File: config.mk
export PLATFORM = sky130hd
export DESIGN_NAME = wdt_adaptive
export DESIGN_NICKNAME = d
export VERILOG_FILES = /design/src/rtl/wdt_pkg.sv /design/src/rtl/wdt_strobe_sync.sv /design/src/rtl/wdt_period_sel.sv /design/src/rtl/wdt_down_cnt.sv /design/src/rtl/wdt_adaptive.sv
export SDC_FILE = /design/constraint.sdc
export NUM_CORES = 1
export LEC_CHECK = 0
export BUFFER_PORTS_ARGS = -buffer_cell sky130_fd_sc_hd__buf_2
export CELL_PAD_IN_SITES_DETAIL_PLACEMENT = 2
export CELL_PAD_IN_SITES_GLOBAL_PLACEMENT = 2
export CORE_ASPECT_RATIO = 1.75
export CORE_UTILIZATION = 36
export DETAILED_ROUTE_END_ITERATION = 10
export PLACE_DENSITY_LB_ADDON = 0.1
export SKIP_CTS_REPAIR_TIMING = 1
export SYNTH_ARGS = -nofsm -noshare
export SYNTH_HDL_FRONTEND = slang
export SYNTH_SLANG_ARGS = --single-unit
File: constraint.sdc
create_clock -name clk_i -period 2 [get_ports clk_i]
set_input_delay 0.1 -clock clk_i [delete_from_list [all_inputs] [get_ports clk_i]]
set_output_delay 0.1 -clock clk_i [all_outputs]
set_load 0.01 [all_outputs]
File: src/rtl/wdt_pkg.sv
package wdt_pkg;
  function automatic int cnt_bits(input int cycles);
    return (cycles <= 2) ? 1 : $clog2(cycles);
  endfunction
endpackage

File: src/rtl/wdt_strobe_sync.sv
module wdt_strobe_sync #(
  parameter int SYNC_N = 2
) (
  input  logic clk_i,
  input  logic rst_ni,
  input  logic valid_i,
  input  logic level_i,
  output logic drv_o,
  output logic edge_o
);
  logic [SYNC_N-1:0] v_sync, l_sync;
  logic              v_q, l_q;

  always_ff @(posedge clk_i or negedge rst_ni) begin
    if (!rst_ni) begin
      v_sync <= '0;
      l_sync <= '0;
      v_q    <= 1'b0;
      l_q    <= 1'b0;
    end else begin
      v_sync <= {v_sync[SYNC_N-2:0], valid_i};
      l_sync <= {l_sync[SYNC_N-2:0], level_i};
      v_q    <= v_sync[SYNC_N-1];
      l_q    <= l_sync[SYNC_N-1];
    end
  end

  assign drv_o  = v_sync[SYNC_N-1];
  // only valid-to-valid level changes count
  assign edge_o = v_sync[SYNC_N-1] & v_q & (l_sync[SYNC_N-1] ^ l_q);

  assert_edge_needs_valid_R10: assert property (@(posedge clk_i) disable iff (!rst_ni)
    edge_o |-> (drv_o && $past(drv_o)));
endmodule

File: src/rtl/wdt_period_sel.sv
module wdt_period_sel #(
  parameter int SHORT_CYC = 1024,
  parameter int LONG_CYC  = 4096,
  parameter int CNT_W     = 12
) (
  input  logic             sel_long_i,
  input  logic             hit_i,
  output logic [CNT_W-1:0] reload_o
);
  localparam logic [CNT_W-1:0] SHORT_M1 = CNT_W'(SHORT_CYC - 1);
  localparam logic [CNT_W-1:0] LONG_M1  = CNT_W'(LONG_CYC - 1);

  // a counted edge arms the normal window; everything else arms the long one
  always_comb begin
    if (hit_i && !sel_long_i) reload_o = SHORT_M1;
    else                      reload_o = LONG_M1;
  end
endmodule

File: src/rtl/wdt_down_cnt.sv
module wdt_down_cnt #(
  parameter int LONG_CYC = 4096,
  parameter int CNT_W    = 12
) (
  input  logic             clk_i,
  input  logic             rst_ni,
  input  logic             run_i,
  input  logic             hit_i,
  input  logic [CNT_W-1:0] reload_i,
  output logic             expire_o
);
  localparam logic [CNT_W-1:0] LONG_M1 = CNT_W'(LONG_CYC - 1);

  logic [CNT_W-1:0] cnt_q;

  assign expire_o = run_i & ~hit_i & (cnt_q == '0);

  always_ff @(posedge clk_i or negedge rst_ni) begin
    if (!rst_ni)                 cnt_q <= LONG_M1;
    else if (!run_i)             cnt_q <= LONG_M1;
    else if (hit_i || expire_o)  cnt_q <= reload_i;
    else                         cnt_q <= cnt_q - 1'b1;
  end

  assert_pulse_one_cycle_R4: assert property (@(posedge clk_i) disable iff (!rst_ni)
    expire_o |=> !expire_o);
  assert_held_no_expire_R11: assert property (@(posedge clk_i) disable iff (!rst_ni)
    !run_i |=> !expire_o);
endmodule

File: src/rtl/wdt_adaptive.sv
module wdt_adaptive #(
  parameter int SHORT_CYC = 1024,
  parameter int LONG_CYC  = 4096
) (
  input  logic clk_i,
  input  logic rst_ni,
  input  logic strobe_valid_i,
  input  logic strobe_level_i,
  input  logic sel_long_i,
  input  logic sys_rst_i,
  input  logic low_supply_i,
  input  logic backup_i,
  output logic timeout_o,
  output logic wd_status_no
);
  localparam int CNT_W = wdt_pkg::cnt_bits(LONG_CYC);

  logic             drv, strobe_edge, run, hit, expire;
  logic [CNT_W-1:0] reload;
  logic             status_q;

  wdt_strobe_sync #(.SYNC_N(2)) u_sync (
    .clk_i   (clk_i),
    .rst_ni  (rst_ni),
    .valid_i (strobe_valid_i),
    .level_i (strobe_level_i),
    .drv_o   (drv),
    .edge_o  (strobe_edge)
  );

  assign run = drv & ~backup_i & ~sys_rst_i;
  assign hit = strobe_edge & run;

  wdt_period_sel #(.SHORT_CYC(SHORT_CYC), .LONG_CYC(LONG_CYC), .CNT_W(CNT_W)) u_sel (
    .sel_long_i (sel_long_i),
    .hit_i      (hit),
    .reload_o   (reload)
  );

  wdt_down_cnt #(.LONG_CYC(LONG_CYC), .CNT_W(CNT_W)) u_cnt (
    .clk_i    (clk_i),
    .rst_ni   (rst_ni),
    .run_i    (run),
    .hit_i    (hit),
    .reload_i (reload),
    .expire_o (expire)
  );

  always_ff @(posedge clk_i or negedge rst_ni) begin
    if (!rst_ni)                             status_q <= 1'b1;
    else if (low_supply_i || !drv || backup_i) status_q <= 1'b1;
    else if (hit)                            status_q <= 1'b1;
    else if (expire)                         status_q <= 1'b0;
  end

  assign timeout_o    = expire;
  assign wd_status_no = status_q;

  assert_low_supply_high_R8: assert property (@(posedge clk_i) disable iff (!rst_ni)
    low_supply_i |=> wd_status_no);
  assert_timeout_drops_status_R4: assert property (@(posedge clk_i) disable iff (!rst_ni)
    (timeout_o && !low_supply_i) |=> !wd_status_no);
  assert_status_rise_cause_R4: assert property (@(posedge clk_i) disable iff (!rst_ni)
    $rose(wd_status_no) |-> $past(low_supply_i || backup_i || hit || !drv));
  assert_backup_quiet_R9: assert property (@(posedge clk_i) disable iff (!rst_ni)
    backup_i |-> !timeout_o);
  assert_sysrst_quiet_R11: assert property (@(posedge clk_i) disable iff (!rst_ni)
    sys_rst_i |-> !timeout_o);
endmodule

Yosys cells after proc, flatten, opt, wreduce, memory -nomap -nowiden
Cells that the tools add are included.
{"block": "totals", "regBits": 19, "input_bits": 8, "output_inout_bits": 2, "wordCells": 32}
{"block": "op_classes", "addsub": 1, "n_mux": 6, "bitwise": 11, "n_reduce_logical": 8}
{"operator": "2-to-1 mux 12 bit", "n": 3}
{"operator": "zero test 12 bit", "n": 1}
{"operator": "subtractor 12 x 1 -> 12 bit (second input constant)", "n": 1}
{"operator": "AND 1 bit", "n": 7}
{"operator": "logical OR 1 bit", "n": 3}
{"operator": "2-to-1 mux 1 bit", "n": 3}
{"operator": "NOT 1 bit", "n": 3}
{"operator": "nonzero test 3 bit", "n": 1}
{"operator": "zero test 1 bit", "n": 2}
{"operator": "logical AND 1 bit", "n": 1}
{"operator": "bitwise XOR 1 bit", "n": 1}

Logic depth before layout (Yosys ltp)
Gate-level depths: netlist of the first run.
{"block": "logic_depth", "ltp_word": 10, "ltp_mapped": 7, "depth_no_buf": 6}

By module
A second synthesis of the first run with hierarchy kept.
{"block": "hier_totals", "cells_unflattened": 102, "area_unflattened_um2": 1089.8}
{"module": "wdt_down_cnt", "n_inst": 1, "cells_per_inst": 74, "area_per_inst_um2": 762.0, "seq_area_each_um2": 315.3}
{"module": "wdt_strobe_sync", "n_inst": 1, "cells_per_inst": 8, "area_per_inst_um2": 165.2, "seq_area_each_um2": 150.1}
{"module": "wdt_period_sel", "n_inst": 1, "cells_per_inst": 13, "area_per_inst_um2": 92.6, "seq_area_each_um2": 0.0}
{"module": "wdt_adaptive", "n_inst": 1, "cells_per_inst": 7, "area_per_inst_um2": 70.1, "seq_area_each_um2": 26.3}

Worst setup path before layout of the first run
No wires, ideal clock.
{"block": "synth_path", "path_kind": "flip-flop to flip-flop", "start": "register u_cnt.cnt_q[0]", "end": "register u_cnt.cnt_q[7]", "setup_time_ps": 89, "t_arrival_ps": 1427, "required_time_ps": 1911, "path_slack_ps": 484, "stages_incl_launch_ff": 8, "n_path_buf": 1, "synth_period_minus_slack_ps": 1516, "cell_sequence": "dfstp_2 inv_1 ha_1 nor4b_1 nand3_1 nor2b_1 buf_6 nand3_1"}
{"block": "synth_via", "elab_chain_len": 5, "elab_cells_between_ends": 6, "cone_classes": "add/sub: 1; mux: 2; bitwise: 1; reduce/logical: 2"}
{"element": "from (decl)", "line": "wdt_down_cnt.sv:14", "source": "logic [CNT_W-1:0] cnt_q;"}
{"element": "from (signal assigned)", "line": "wdt_down_cnt.sv:21", "source": "else if (hit_i || expire_o) cnt_q <= reload_i;"}
{"element": "from (signal assigned)", "line": "wdt_down_cnt.sv:22", "source": "else cnt_q <= cnt_q - 1'b1;"}
{"element": "branches (longest 3 deep; another with subtractor 12 x 1 -> 12 bit)"}
{"element": "2-to-1 mux 12 bit *", "line": "wdt_down_cnt.sv:21"}
{"element": "2-to-1 mux 12 bit *", "line": "wdt_down_cnt.sv:20", "source": "else if (!run_i) cnt_q <= LONG_M1;"}
Every way passes the cells marked *.
A chain may end at the register's enable or synchronous reset.

Final worst setup path of the first run
{"block": "layout_path", "start": "register u_cnt.cnt_q[1]", "end": "register u_cnt.cnt_q[10]"}
The elaborated chain is that of the path after synthesis.

==> results of run 1 <==
[worst max-delay path, stage by stage (launching register included)]
cell     delay, ns
dfstp_2       0.39
inv_1         0.09
ha_1          0.19
nor3b_1       0.44
nand3_1       0.16
xor2_1        0.16
o22ai_1       0.15
[stage by stage]
stage | setup slack, ns | cells
final | 0.337 | 116
after global routing | 0.103 | 116
after CTS | 0.299 | 113
after detailed placement | 0.351 | 109
after global placement | 0.428 | 109
after floorplan | 0.484 | 74
[path summary, 6_finish.rpt]
kind	start	to	slack (ns)	depth (start not counted)
setup / recovery	u_cnt.cnt_q[1]	u_cnt.cnt_q[10]	0.34	6
hold / removal	low_supply_i	wd_status_no	0.1	3
setup reg to reg	u_cnt.cnt_q[1]	u_cnt.cnt_q[10]	0.34	6
hold reg to reg	u_sync.l_sync[0]	u_sync.l_sync[1]	0.36	0
max in group asynchronous	rst_ni	u_cnt.cnt_q[3]	1.35	2
min in group asynchronous	rst_ni	u_sync.v_sync[1]	0.31	2
[placed cells by master (no fill, tap or decap), types with 2 or more instances in the layout]
cell and count:
nor2_1 5, buf_4 2, dlygate4sd3_1 3, dfrtp_1 6
xor2_1 5, clkbuf_8 3, dfstp_2 13, nand3_1 7
nor3b_1 3, inv_1 3, xnor2_1 4, nand2_1 11
ha_1 2, o22ai_1 2, buf_2 9
[kinds of logic (layout without fill, tap and decap cells)]
family          after synthesis  after routing
flops                        19             19
buf+inv                       4             21
xor+xnor                      9              9
compound gates                7              7
fa+ha+maj                     2              2
simple gates                 33             33
[routing by layer]
layer  wire (um)  vias to the layer above  global-route usage [%]
met5           0                        -                       0
met4          48                        0                    11.6
met3          20                        4                    4.00
met2        1080                        6                    32.7
met1         776                      303                    18.8
li1            -                      288                       -
[power breakdown]
part	internal [uW]	switching [uW]	leakage (uW)
combinational	14.3	18.4	0.000177
sequential	394	4.58	0.000207
clock	139	130	0.0000255
total	547	153	0.000409
[sequential cells by signal, summed over array words and instances (netlist names)]
register	count
u_cnt.cnt_q	12
wd_status_no	1
u_sync.l_q	1
u_sync.l_sync	2
u_sync.v_sync	2
u_sync.v_q	1
[final cells by class]
class | count | area [um^2] | area share, %
clock buffer | 3 | 41.3 | 4.06
tap | 25 | 31.3 | 3.08
multi-input combinational | 51 | 347 | 34.1
sequential | 19 | 492 | 48.3
clock inverter | 1 | 5.00 | 0.492
timing repair buffer | 14 | 90.1 | 8.86
inverter | 3 | 11.3 | 1.11
==> results.toml, run 1 <==
[run_status]
status = "complete, no violations"

[clocking]
clock-sinks = 19
clk_latency_ns = 0.26
cts_tree = "done"
cts_inserted_buffers = 3
ctsHtreeMaxLevel = 1
clockBufferDepth = 2
cts_root_buf = "clkbuf_8"
clkTransAtPathRegs_ns = 0.07

[timing]
timing.fmax_mhz = 601
min_period_ns = 1.66
hold_slack_ns = 0.0960
max_slew_margin_pct = 67.0
finalHoldViolations = 0
finClkSkew_ns = 0.00362
tightest_slew_ns = 0.493
setup_viol = 0
fin_tns_setup_ns = 0
finalCritPeriodShare_pct = 83.2
slew_viol_final = 0
grt_setup_unrepaired = "false"

[synth]
ys_seq_area_share_pct = 57.1
async_flop_share_pct = 100
synthAdderAreaFrac_pct = 2.91
synth_simple_gate_area_share_pct = 21.9
synth_top_family_by_area = "simple AND/OR/NAND/NOR gates"
synth_cells = 74
synth_most_common_cell = "dfstp_2"
synth_top_cells_by_count = "13 x dfstp_2, 11 x nand2_1, 7 x nand3_1, 6 x dfrtp_1"
synth_area_um2 = 861
synth_edf_count = 0
synth_cell_types = 24
ys_ff_latch = 19
syn_avg_cell_area_um2 = 11.6
synth-compound-area-share_pct = 6.25
synth_nets = 84
yosys_warnings = 0
synth_area_leaders = "dfstp_2 40%, dfrtp_1 17%, xor2_1 5.1%"
muxShareOfSynthArea_pct = 0
synthFlopType = "dfstp_2"
synth_xor_area_share_pct = 9.16
synth.largest_area_cell = "dfstp_2"
yosysTopAreaCellShare_pct = 39.7

[die]
dieHeight_um = 66.7
ios = 10
die_w_um = 39.0
initial_core_util_pct = 37.9
coreArea_um2 = 2270
core.rowCount = 23
dieArea_um2 = 2600

[worst_hold_path]
hold_class = "input port to flip-flop"

[job]
drv_cap = 0

[routing]
drt_wl_total_um = 1920
final_antenna_net_count = 0
wl_per_cell_um = 16.6
vias_per_cell = 5.18
dr.pass1.iters = 3
drt_iter0_drc = 10
vias = 601
drc = 0

[power]
leakagePower_uw = 0.000409
power.total_uw = 699
p_per_area_nw_per_um2 = 687
ir_drop_mv = 0.435

[global_routing]
grt_pass1_wl_um = 3220
grt_pass1_vias = 702
grt_use_total_pct = 18.7
overflow = 0
grt_max_degree = 20
antenna_found_initial = 0

[placement]
dpl.hpwl_um = 1400
gp_congestion = 0.720
portBuffers = 9
postPlaceCellArea_um2 = 941

[critical_path]
critPathKind = "flip-flop to flip-flop"
endpoint_kind = "flip-flop"
cp.required_ns = 2.18
arrival_ns = 1.85
start_kind = "flip-flop"
path_max_fanout = 4

[layout]
nets = 102
utilization_pct = 44.7
syn_to_final_growth_pct = 18.2
fillers = 252
final_area_um2 = 1020
drive_gt1_share_pct = 35.2
antennaDiodeCount = 0
(Power assumes the default switching activity.)
==> run 2: changes to the inputs <==
- clock period: 2 -> 1.6 ns (I/O delays scaled with it)
==> run 2 against run 1 <==
Effect of this change: register-to-register slack worse by 0.26 ns; global-route usage down 2.3 points; critical endpoint is now u_cnt.cnt_q[8]; cell area up 8.1%; combinational power up 46%; routed wire length down 5.2%; sequential share of layout area down 3.6 points.
==> results.toml, run 2 (synthesis gave the netlist of run 1 again) <==
[critical_path]
cp.required_ns = 1.78
critPathKind = "flip-flop to flip-flop"
start_kind = "flip-flop"
regToRegSetupSlack_ns = 0.07
arrival_ns = 1.71
endpoint_kind = "flip-flop"
startpoint = "u_cnt.cnt_q[1]"
r2r_start = "u_cnt.cnt_q[1]"
path_max_fanout = 3

[global_routing]
grt_max_degree = 20
grt_use_total_pct = 16.5
grt_pass1_vias = 681
grt_pass1_wl_um = 2990
antenna_found_initial = 0
overflow = 0

[timing]
finalCritPeriodShare_pct = 95.4
slew_viol_final = 0
setup_viol = 0
finalHoldViolations = 0
timing.fmax_mhz = 655
min_period_ns = 1.53
finClkSkew_ns = 0.00458
max_slew_margin_pct = 71.9
tightest_slew_ns = 0.421
layout_setup_ws_ns = 0.0728

[layout]
layout.cells.most_common = "dfstp_2"
max_flop_register = "u_cnt.cnt_q"
multi_input_area_um2 = 392
drive_gt1_share_pct = 46.9
syn_to_final_growth_pct = 27.8
utilization_pct = 48.4
top_regs = "u_cnt.cnt_q (12), u_sync.l_sync (2), u_sync.v_sync (2)"
largest_register_ffs = 12
final_cell_count_no_fill = 121
nets = 107
register_area_um2 = 492
final_cell_mix = "13 x dfstp_2, 11 x nand2_1, 9 x buf_2"
antennaDiodeCount = 0
fillers = 255

[run_status]
status = "complete, no violations"

[power]
p_per_area_nw_per_um2 = 796
leakagePower_uw = 0.000450
ir_drop_mv = 0.599
power.total_uw = 876

[placement]
gp_congestion = 0.722
dp_cells = 113
dpl.hpwl_um = 1380
portBuffers = 9
place_ws_ns = 0.0317

[routing]
drc = 0
highest_layer = "met4"
drt-met1-wl_um = 746
wl_met3_um = 15
wl_met2_um = 1030
dr.pass1.iters = 2
drt_wl_total_um = 1820
drt_iter0_drc = 3
wl_per_cell_um = 15.1
final_antenna_net_count = 0
vias_per_cell = 5.19
vias = 628

[clocking]
cts_root_buf = "clkbuf_8"
clk_latency_ns = 0.25
clockBufferDepth = 2
ctsHtreeMaxLevel = 1
clkTransAtPathRegs_ns = 0.07
clock-sinks = 19
cts_inserted_buffers = 3
cts_tree = "done"

[die]
die_w_um = 39.0
ios = 10
dieHeight_um = 66.7
core.rowCount = 23
initial_core_util_pct = 37.9
coreArea_um2 = 2270
dieArea_um2 = 2600

[worst_hold_path]
holdCritStartpoint = "low_supply_i"
hold_class = "input port to flip-flop"

[job]
drv_cap = 0
run 2: report_power, final:
group | switching, uW | internal, uW
sequential | 4.98 | 492
clock | 158 | 173
combinational | 25.1 | 22.6
run 2: worst paths after layout:
| kind | to | cells after the start |
|---|---|---|
| max | u_cnt.cnt_q[8] | 7 |
| min | wd_status_no | 3 |
| max reg2reg | u_cnt.cnt_q[8] | 7 |
| min reg2reg | u_sync.v_sync[1] | 0 |
| max in group asynchronous | u_cnt.cnt_q[6] | 2 |
| min in group asynchronous | u_sync.v_q | 2 |
run 2: per-layer routing:
metal	up-vias	track usage, %
li1	296	-
met1	322	19.4
met2	6	28.7
met3	4	2.00
met4	0	6.47
met5	-	0
run 2: through the flow:
step	hold WS, ns	setup TNS (ns)	instance area [um^2]
floorplan	-0.216	0	861
global placement	0.0353	0	971
detailed placement	0.0439	0	971
CTS	-0.241	-0.0150	1020
global route	0.0770	-0.00357	1100
finish	0.0539	0	1100
run 2: cell type report:
type / instances / area share (%)
inverters: 3 / 1.02
repair buffers: 19 / 11.6
flip-flops and latches: 19 / 44.7
well taps: 25 / 2.84
clock inverters: 1 / 0.455
multi-input cells: 51 / 35.6
clock buffers: 3 / 3.75
run 2: critical path, cell delays in order, from the launching register on:
cell	delay, ns
dfstp_2	0.56
inv_2	0.06
ha_1	0.21
nor3b_2	0.18
buf_4	0.15
nand2_1	0.07
xor2_1	0.15
nand2_1	0.07
